### config.mk
export PLATFORM = sky130hd
export DESIGN_NAME = phase_unwrap_meter
export DESIGN_NICKNAME = d
export VERILOG_FILES = /design/src/rtl/phase_unwrap_meter.sv
export SDC_FILE = /design/constraint.sdc
export NUM_CORES = 1
export LEC_CHECK = 0
export ABC_AREA = 0
export BUFFER_PORTS_ARGS = -buffer_cell sky130_fd_sc_hd__buf_4
export CORE_MARGIN = 2
export CORE_UTILIZATION = 42
export DETAILED_ROUTE_END_ITERATION = 8
export GPL_TIMING_DRIVEN = 1
export SYNTH_ARGS = -nofsm -noshare
export SYNTH_HDL_FRONTEND = slang
export SYNTH_SLANG_ARGS = --single-unit
### constraint.sdc
create_clock -name clk -period 12.6 [get_ports clk]
set_clock_uncertainty 0.05 [all_clocks]
set_input_delay 1.89 -clock clk [delete_from_list [all_inputs] [get_ports clk]]
set_output_delay 1.89 -clock clk [all_outputs]
set_load 0.1 [all_outputs]
### src/rtl/phase_unwrap_meter.sv
module phase_unwrap_meter #(
  parameter int CW = 16,
  parameter int AW = 12
) (
  input  logic                 clk,
  input  logic                 rst_n,
  input  logic                 arm_i,
  input  logic                 edge_a_i,
  input  logic                 edge_b_i,
  input  logic                 clear_i,
  input  logic [CW-1:0]        period_i,
  output logic                 meas_valid_o,
  output logic [CW-1:0]        raw_o,
  output logic signed [AW-1:0] wraps_o,
  output logic signed [CW+AW:0] meas_o,
  output logic                 overrun_o
);
  localparam int OW = CW + AW + 1;
  localparam int DW = CW + 3;

  typedef enum logic [1:0] {IDLE, WAIT_A, WAIT_B} state_t;

  state_t        state;
  logic [CW-1:0] cnt_q;
  logic [CW-1:0] prev_q;
  logic          have_q;

  wire done = ((state == WAIT_A) && edge_a_i && edge_b_i) ||
              ((state == WAIT_B) && edge_b_i);
  wire [CW-1:0] raw_now = (state == WAIT_B) ? cnt_q : '0;

  wire signed [DW-1:0] dbl = ($signed({3'b000, raw_now}) - $signed({3'b000, prev_q})) <<< 1;
  wire signed [DW-1:0] per = $signed({3'b000, period_i});
  wire jump_up = have_q && (dbl > per);
  wire jump_dn = have_q && (dbl < -per);

  wire signed [AW-1:0] wr_base = clear_i ? '0 : wraps_o;
  wire signed [AW-1:0] wr_next = jump_up ? wr_base - AW'(1) :
                                 jump_dn ? wr_base + AW'(1) : wr_base;

  wire signed [OW-1:0] wr_ext    = OW'(wr_next);
  wire signed [OW-1:0] per_ext   = $signed({{(OW-CW){1'b0}}, period_i});
  wire signed [OW-1:0] raw_ext   = $signed({{(OW-CW){1'b0}}, raw_now});
  wire signed [OW-1:0] meas_next = raw_ext + wr_ext * per_ext;

  always_ff @(posedge clk) begin
    if (!rst_n) begin
      state        <= IDLE;
      cnt_q        <= '0;
      prev_q       <= '0;
      have_q       <= 1'b0;
      meas_valid_o <= 1'b0;
      raw_o        <= '0;
      wraps_o      <= '0;
      meas_o       <= '0;
      overrun_o    <= 1'b0;
    end else begin
      meas_valid_o <= done;
      if (arm_i && state != IDLE) overrun_o <= 1'b1;

      case (state)
        IDLE:   if (arm_i) state <= WAIT_A;
        WAIT_A: if (edge_a_i) begin
                  state <= edge_b_i ? IDLE : WAIT_B;
                  cnt_q <= CW'(1);
                end
        WAIT_B: if (edge_b_i) state <= IDLE;
                else cnt_q <= cnt_q + CW'(1);
        default: state <= IDLE;
      endcase

      if (done) begin
        raw_o   <= raw_now;
        prev_q  <= raw_now;
        have_q  <= 1'b1;
        wraps_o <= wr_next;
        meas_o  <= meas_next;
      end else if (clear_i) begin
        wraps_o <= '0;
      end
    end
  end
endmodule

==> results.ini, run 1 <==
[critical_path]
crit_arrival_ns = 11.88
cpPeakStageDelay_ns = 0.61
cp.required_ns = 12.83
timing_worst_setup_path_type = reg -> reg
critPathLaunchType = flop
cp_top_family = adder cells
end_kind = flop
cpMostUsedCell = fa_1
path_buf_inv = 4
slowest_stage = or4b_2
cp_max_fo = 17

[placed_design]
gp_congestion = 0.881
place_area_mm2 = 0.0134
hpwl_um = 27100
port-buffer-count = 80
dpl.cell_count = 1888
dp_slack_ns = 0.660

[logic_synthesis]
ys_ff_latch = 78
synth_edf_count = 0
ys_async_sr_fraction = 0
synth_top_cell_area_share = 0.252
synthTopCellsByArea = fa_1, ha_1, dfxtp_1
yosysSeqAreaShare = 0.125
synth_fp_nets = 1790
synth_ff_type = dfxtp_1
synthesis.area_mm2 = 0.0125
ys_warn_count = 0
syn_inst = 1458
avgSynthCellArea_um2 = 8.55
synth_cell_types = 79
yosysTopAreaCell = fa_1

[finish]
layoutNonFillerInstCount = 1904
antennaDiodeCount = 0
drive_above_1_share = 0.106
area_delta_synth_final_pct = 10.3
final_cell_area_mm2 = 0.0137
fin_util = 0.468
nets = 1841
seq_area_mm2 = 0.00156
multi_input_area_mm2 = 0.00985
nFillCells = 2898

[job]
timing.max_cap.violations = 0

[timing]
slew_violations = 0
rsz0062_at_grt = no
fin_setup_tns_ns = 0
hold_violations = 0
worst_slack_ns = 0.951
slew_headroom = 0.435
worst_slew_pin_slew_ns = 0.842
timing.fmax_ghz = 0.0858
finalCritPeriodShare = 0.925
setup_viol = 0
min_period_ns = 11.65
fin_hold_ws_ns = 0.400

[detailed_routing]
wl_met3_um = 1890
vias = 10200
via_per_inst = 5.34
wirelength_um = 33500
ant_nets = 0
drcViolationCount = 0
wl_met2_um = 15000
top_layer_used = met5
met1Wirelength_um = 15800
first_iter_violations = 708
dr.pass1.iters = 5
wl_per_cell_um = 17.6

[clock_tree]
tritoncts = yes
clock_sinks = 78
path_clk_slew_ns = 0.07
post_cts_buffers = 0
cts_root_buf = clkbuf_16
htreeDepth = 3
clkLatencyLatePin_ns = 0.36
cts_buffer_depth = 2
cts_buffers = 9

[floorplanning]
die_y_um = 176
coreArea_mm2 = 0.0294
die-area_mm2 = 0.0311
initial_utilization = 0.424
core.rowCount = 63
num_io_pins = 81
die_x_um = 176

[power_and_ir_drop]
pwr_density_cell_mw_per_mm2 = 42.6
power.leakage_nw = 7.10
report.power.total_uw = 586
worst_ir_drop_vdd_uv = 61.0

[global_routing]
track_usage = 0.225
grt_first_pass_wirelength_um = 54900
grt-ovfl-total = 0
grt_pass1_vias = 10200
antenna_found_initial = 0
grt_max_degree = 57

[status]
outcome = finished, final reports clean

[hold_path]
hold_class = reg -> reg

-- final timing paths --
path,from,end,slack [ns],depth (start not counted)
worst max-delay path,state[1],meas_o[25],0.95,40
worst min-delay path,overrun_o,overrun_o,0.40,2
worst max register to register,state[1],meas_o[25],0.95,40
worst min register to register,overrun_o,overrun_o,0.40,2
-- cells in the mapped netlist (4+ instances only) --
library cell  count
o21ai_0          26
nor3_1           21
nor3_2           11
a21oi_1          57
nor4_1            7
nor2_1           88
o21a_1           10
nor2b_1          12
inv_1           214
fa_1            157
a22oi_1          15
o2111ai_1         5
a21o_1           26
and3_1            9
xnor2_1          38
o21bai_1          5
xor2_1           25
dfxtp_1          78
nand2b_1         12
nand2_1         173
a211oi_1          9
and4_1            4
o21ai_1           6
a211o_1           5
ha_1            153
buf_2             8
clkbuf_1         42
mux2i_1          11
or3_1            16
a31oi_1           7
or2_2             4
and2_1           87
nand3_1          25
or4_1             4
nand4_1          13
-- where the power goes --
group          internal [mW]  switching (mW)
Combinational         0.0197          0.0524
Sequential             0.248         0.00190
Clock                  0.142           0.122
-- flip-flops by register name, summed over array words and instances, names as in the netlist --
name and flops:
meas_valid_o 1, wraps_o 12, overrun_o 1, prev_q 16, have_q 1, cnt_q 16
state 2, meas_o 29
-- per-layer routing --
layer | GRT usage | up-vias
met5 | 0.0176 | -
met4 | 0.0551 | 2
li1 | - | 4883
met1 | 0.326 | 4942
met3 | 0.0329 | 44
met2 | 0.353 | 293
-- cell usage in the layout (no fill, tap or decap), drive strengths merged, types with 5 or more instances in the layout --
cell / Yosys / routed
mux2i: 14 / 14
and2: 87 / 87
o21a: 10 / 10
a21oi: 61 / 61
a2111oi: 5 / 5
or3: 17 / 17
nor2b: 12 / 12
a211o: 5 / 5
a21o: 26 / 26
nor2: 88 / 88
dfxtp: 78 / 78
inv: 214 / 216
buf: 17 / 99
a211oi: 11 / 11
fa: 157 / 157
and3: 10 / 10
nand4: 13 / 13
xnor2: 38 / 38
o21bai: 5 / 5
a31oi: 8 / 8
o2111ai: 5 / 5
o21ai: 32 / 32
nand2b: 12 / 12
nand3: 25 / 25
clkbuf: 42 / 10
ha: 153 / 153
nand2: 173 / 173
nor4: 8 / 8
a22oi: 15 / 15
xor2: 26 / 26
nor3: 32 / 32
-- repair_timing --
item                       4_1_cts  5_1_grt
gates resized for setup          0        4
hold buffers                     0        0
setup endpoints to repair        0        3
-- kinds of logic after synthesis --
| kind of cell | count (synthesis) | synth area share |
|---|---|---|
| simple gates | 495 | 0.199 |
| fa+ha+maj | 311 | 0.407 |
| buf+inv | 275 | 0.0863 |
| compound gates | 221 | 0.125 |
| flops | 78 | 0.125 |
| xor+xnor | 64 | 0.0456 |
| mux | 14 | 0.0121 |
-- layout make-up --
class | instances | area share
Clock buffer | 10 | 0.0174
Clock inverter | 6 | 0.00382
Inverter | 216 | 0.0590
Multi-Input combinational cell | 1105 | 0.717
Sequential cell | 78 | 0.114
Tap cell | 390 | 0.0355
Timing Repair Buffer | 99 | 0.0541
-- worst reg2reg max path, delay by kind of cell, from the launching register on --
| family | cells | cell delay [ns] |
|---|---|---|
| buf+inv | 4 | 0.47 |
| xor+xnor | 2 | 0.44 |
| mux | 2 | 0.85 |
| flops | 1 | 0.43 |
| simple gates | 7 | 1.90 |
| compound gates | 16 | 3.59 |
| fa+ha+maj | 9 | 3.85 |
Note: power is estimated with default switching activity, not from simulation.
==> run 2: changes to the inputs <==
==> constraint.sdc (replaced) <==
create_clock -name clk -period 12.6 [get_ports clk]
set_clock_uncertainty 0.05 [all_clocks]
set_input_delay 0.63 -clock clk [delete_from_list [all_inputs] [get_ports clk]]
set_output_delay 0.63 -clock clk [all_outputs]
set_load 0.1 [all_outputs]
==> run 2 against run 1 <==
Effect of this change: sequential share of layout area hardly changed; routed wire length is 1.1% higher; count of clock-buffer cells in the layout is 1 higher; die area stayed put; non-clock buffer count is 1 lower; first-iteration DRC count is 14% lower; sequential cell count stayed put; clock power is 5% higher; cell area hardly changed; critical path depth is 2 higher; global-route usage is 0.47 points higher; fmax is 1.1% lower; critical path type unchanged; largest power group unchanged; highest routed layer is now met4.
==> results.ini, run 2 (synthesis results as in run 1) <==
[timing]
hold_violations = 0
min_period_ns = 11.78
setup_viol = 0
worst_slack_ns = 0.818
timing.fmax_ghz = 0.0849
slew_headroom = 0.443
worst_slew_pin_slew_ns = 0.829
rsz0062_at_grt = no
finalCritPeriodShare = 0.935
slew_violations = 0
fin_setup_tns_ns = 0

[finish]
largest_reg_flops = 29
largest-register = meas_o
final_cell_mix = inv_1, nand2_1, fa_1, ha_1, buf_4
reg.largest.list = meas_o: 29 flops, cnt_q: 16 flops, prev_q: 16 flops
drive_above_1_share = 0.106
layout_commonest_cell = inv_1
antennaDiodeCount = 0
nets = 1840
area_delta_synth_final_pct = 10.3

[placed_design]
gp_congestion = 0.926
dp_slack_ns = 0.562
port-buffer-count = 80
hpwl_um = 27200

[detailed_routing]
drcViolationCount = 0
ant_nets = 0
first_iter_violations = 610
dr.pass1.iters = 6
vias = 10300
via_per_inst = 5.40
wirelength_um = 33800
wl_per_cell_um = 17.8

[clock_tree]
path_clk_slew_ns = 0.06
tritoncts = yes
clkLatencyLatePin_ns = 0.36
htreeDepth = 3
cts_hold_buf = 0
clock_sinks = 78
cts_root_buf = clkbuf_16
cts_buffers = 9
cts_buffer_depth = 2

[floorplanning]
initial_utilization = 0.424
num_io_pins = 81
die-area_mm2 = 0.0311
core.rowCount = 63
die_x_um = 176
coreArea_mm2 = 0.0294
die_y_um = 176

[global_routing]
grt_max_degree = 42
grt-ovfl-total = 0
grt_first_pass_wirelength_um = 56000
track_usage = 0.230
antenna_found_initial = 1
grt_pass1_vias = 10300

[hold_path]
hold_class = reg -> reg
holdPathEnd = overrun_o
holdPathStages = 2
min-delay-start = overrun_o

[critical_path]
reg2reg_depth = 42
critPathLaunchType = flop
crit_arrival_ns = 11.96
slowest_stage = or4_1
cp.required_ns = 12.78
cpPeakStageDelay_ns = 0.61
cpMostUsedCell = fa_1
r2r_start = state[1]
timing_worst_setup_path_type = reg -> reg
rr_endpoint = meas_o[28]
cp_max_fo = 16
regToRegSetupSlack_ns = 0.82
end_kind = flop

[status]
outcome = finished, final reports clean

[power_and_ir_drop]
power.leakage_nw = 7.10
worst_ir_drop_vdd_uv = 75.0
pwr_density_cell_mw_per_mm2 = 43.8

[job]
timing.max_cap.violations = 0

[run 2: power breakdown]
part           internal [mW]  switching (mW)  leakage (nW)  total (mW)
Clock                  0.164           0.113         0.152       0.277
Sequential             0.248         0.00187         0.629       0.250
Combinational         0.0198          0.0554          6.32      0.0752
[run 2: area by class of cell]
| class | count | area, µm² |
|---|---|---|
| clock inverter | 5 | 56.3 |
| sequential | 78 | 1560 |
| multi-input combinational | 1105 | 9850 |
| tap | 390 | 488 |
| clock buffer | 11 | 253 |
| fill | 2883 | 15600 |
| timing repair buffer | 98 | 736 |
| inverter | 216 | 811 |
[run 2: how the worst max path moves through the flow]
stage	from	cells after the start	slack (ns)	endpoint
after global routing	state[1]	42	0.06	meas_o[28]
after global placement	state[1]	40	0.75	meas_o[25]
after CTS	state[1]	41	0.48	meas_o[28]
final	state[1]	42	0.82	meas_o[28]
after floorplan	state[1]	41	1.74	meas_o[28]
after detailed placement	state[1]	41	0.56	meas_o[28]
[run 2: metrics by stage]
stage	area [µm²]	total power, mW	instances	hold slack (ns)	utilization
floorplan	12500	0.302	1458	0.421	-
global placement	13400	0.331	1885	0.386	0.456
detailed placement	13400	0.330	1885	0.395	0.456
CTS	13700	0.609	1901	0.403	0.467
global route	13800	0.628	1903	0.424	0.468
finish	13800	0.602	1903	0.402	0.468
[run 2: repair_timing]
action | CTS | global route
setup buffers | 0 | 2
endpoints found under the hold margin | 0 | 0
resized for setup | 0 | 3
endpoints found under the setup margin | 0 | 5
[run 2: layer usage]
| metal | GRT usage | routed length, µm |
|---|---|---|
| met5 | 0 | 0 |
| met4 | 0.0530 | 569 |
| met3 | 0.0401 | 2270 |
| met2 | 0.352 | 14800 |
| met1 | 0.339 | 16100 |
[run 2: worst max-delay path, delay by kind of cell (launching register included)]
| kind | cells | cell delay, ns |
|---|---|---|
| DFF | 1 | 0.43 |
| and+or+nand+nor | 10 | 2.51 |
| adders and majority gates | 9 | 3.92 |
| AOI/OAI and AO/OA | 15 | 3.65 |
| xor gates and xnor gates | 1 | 0.19 |
| buffers and inverters | 7 | 0.87 |
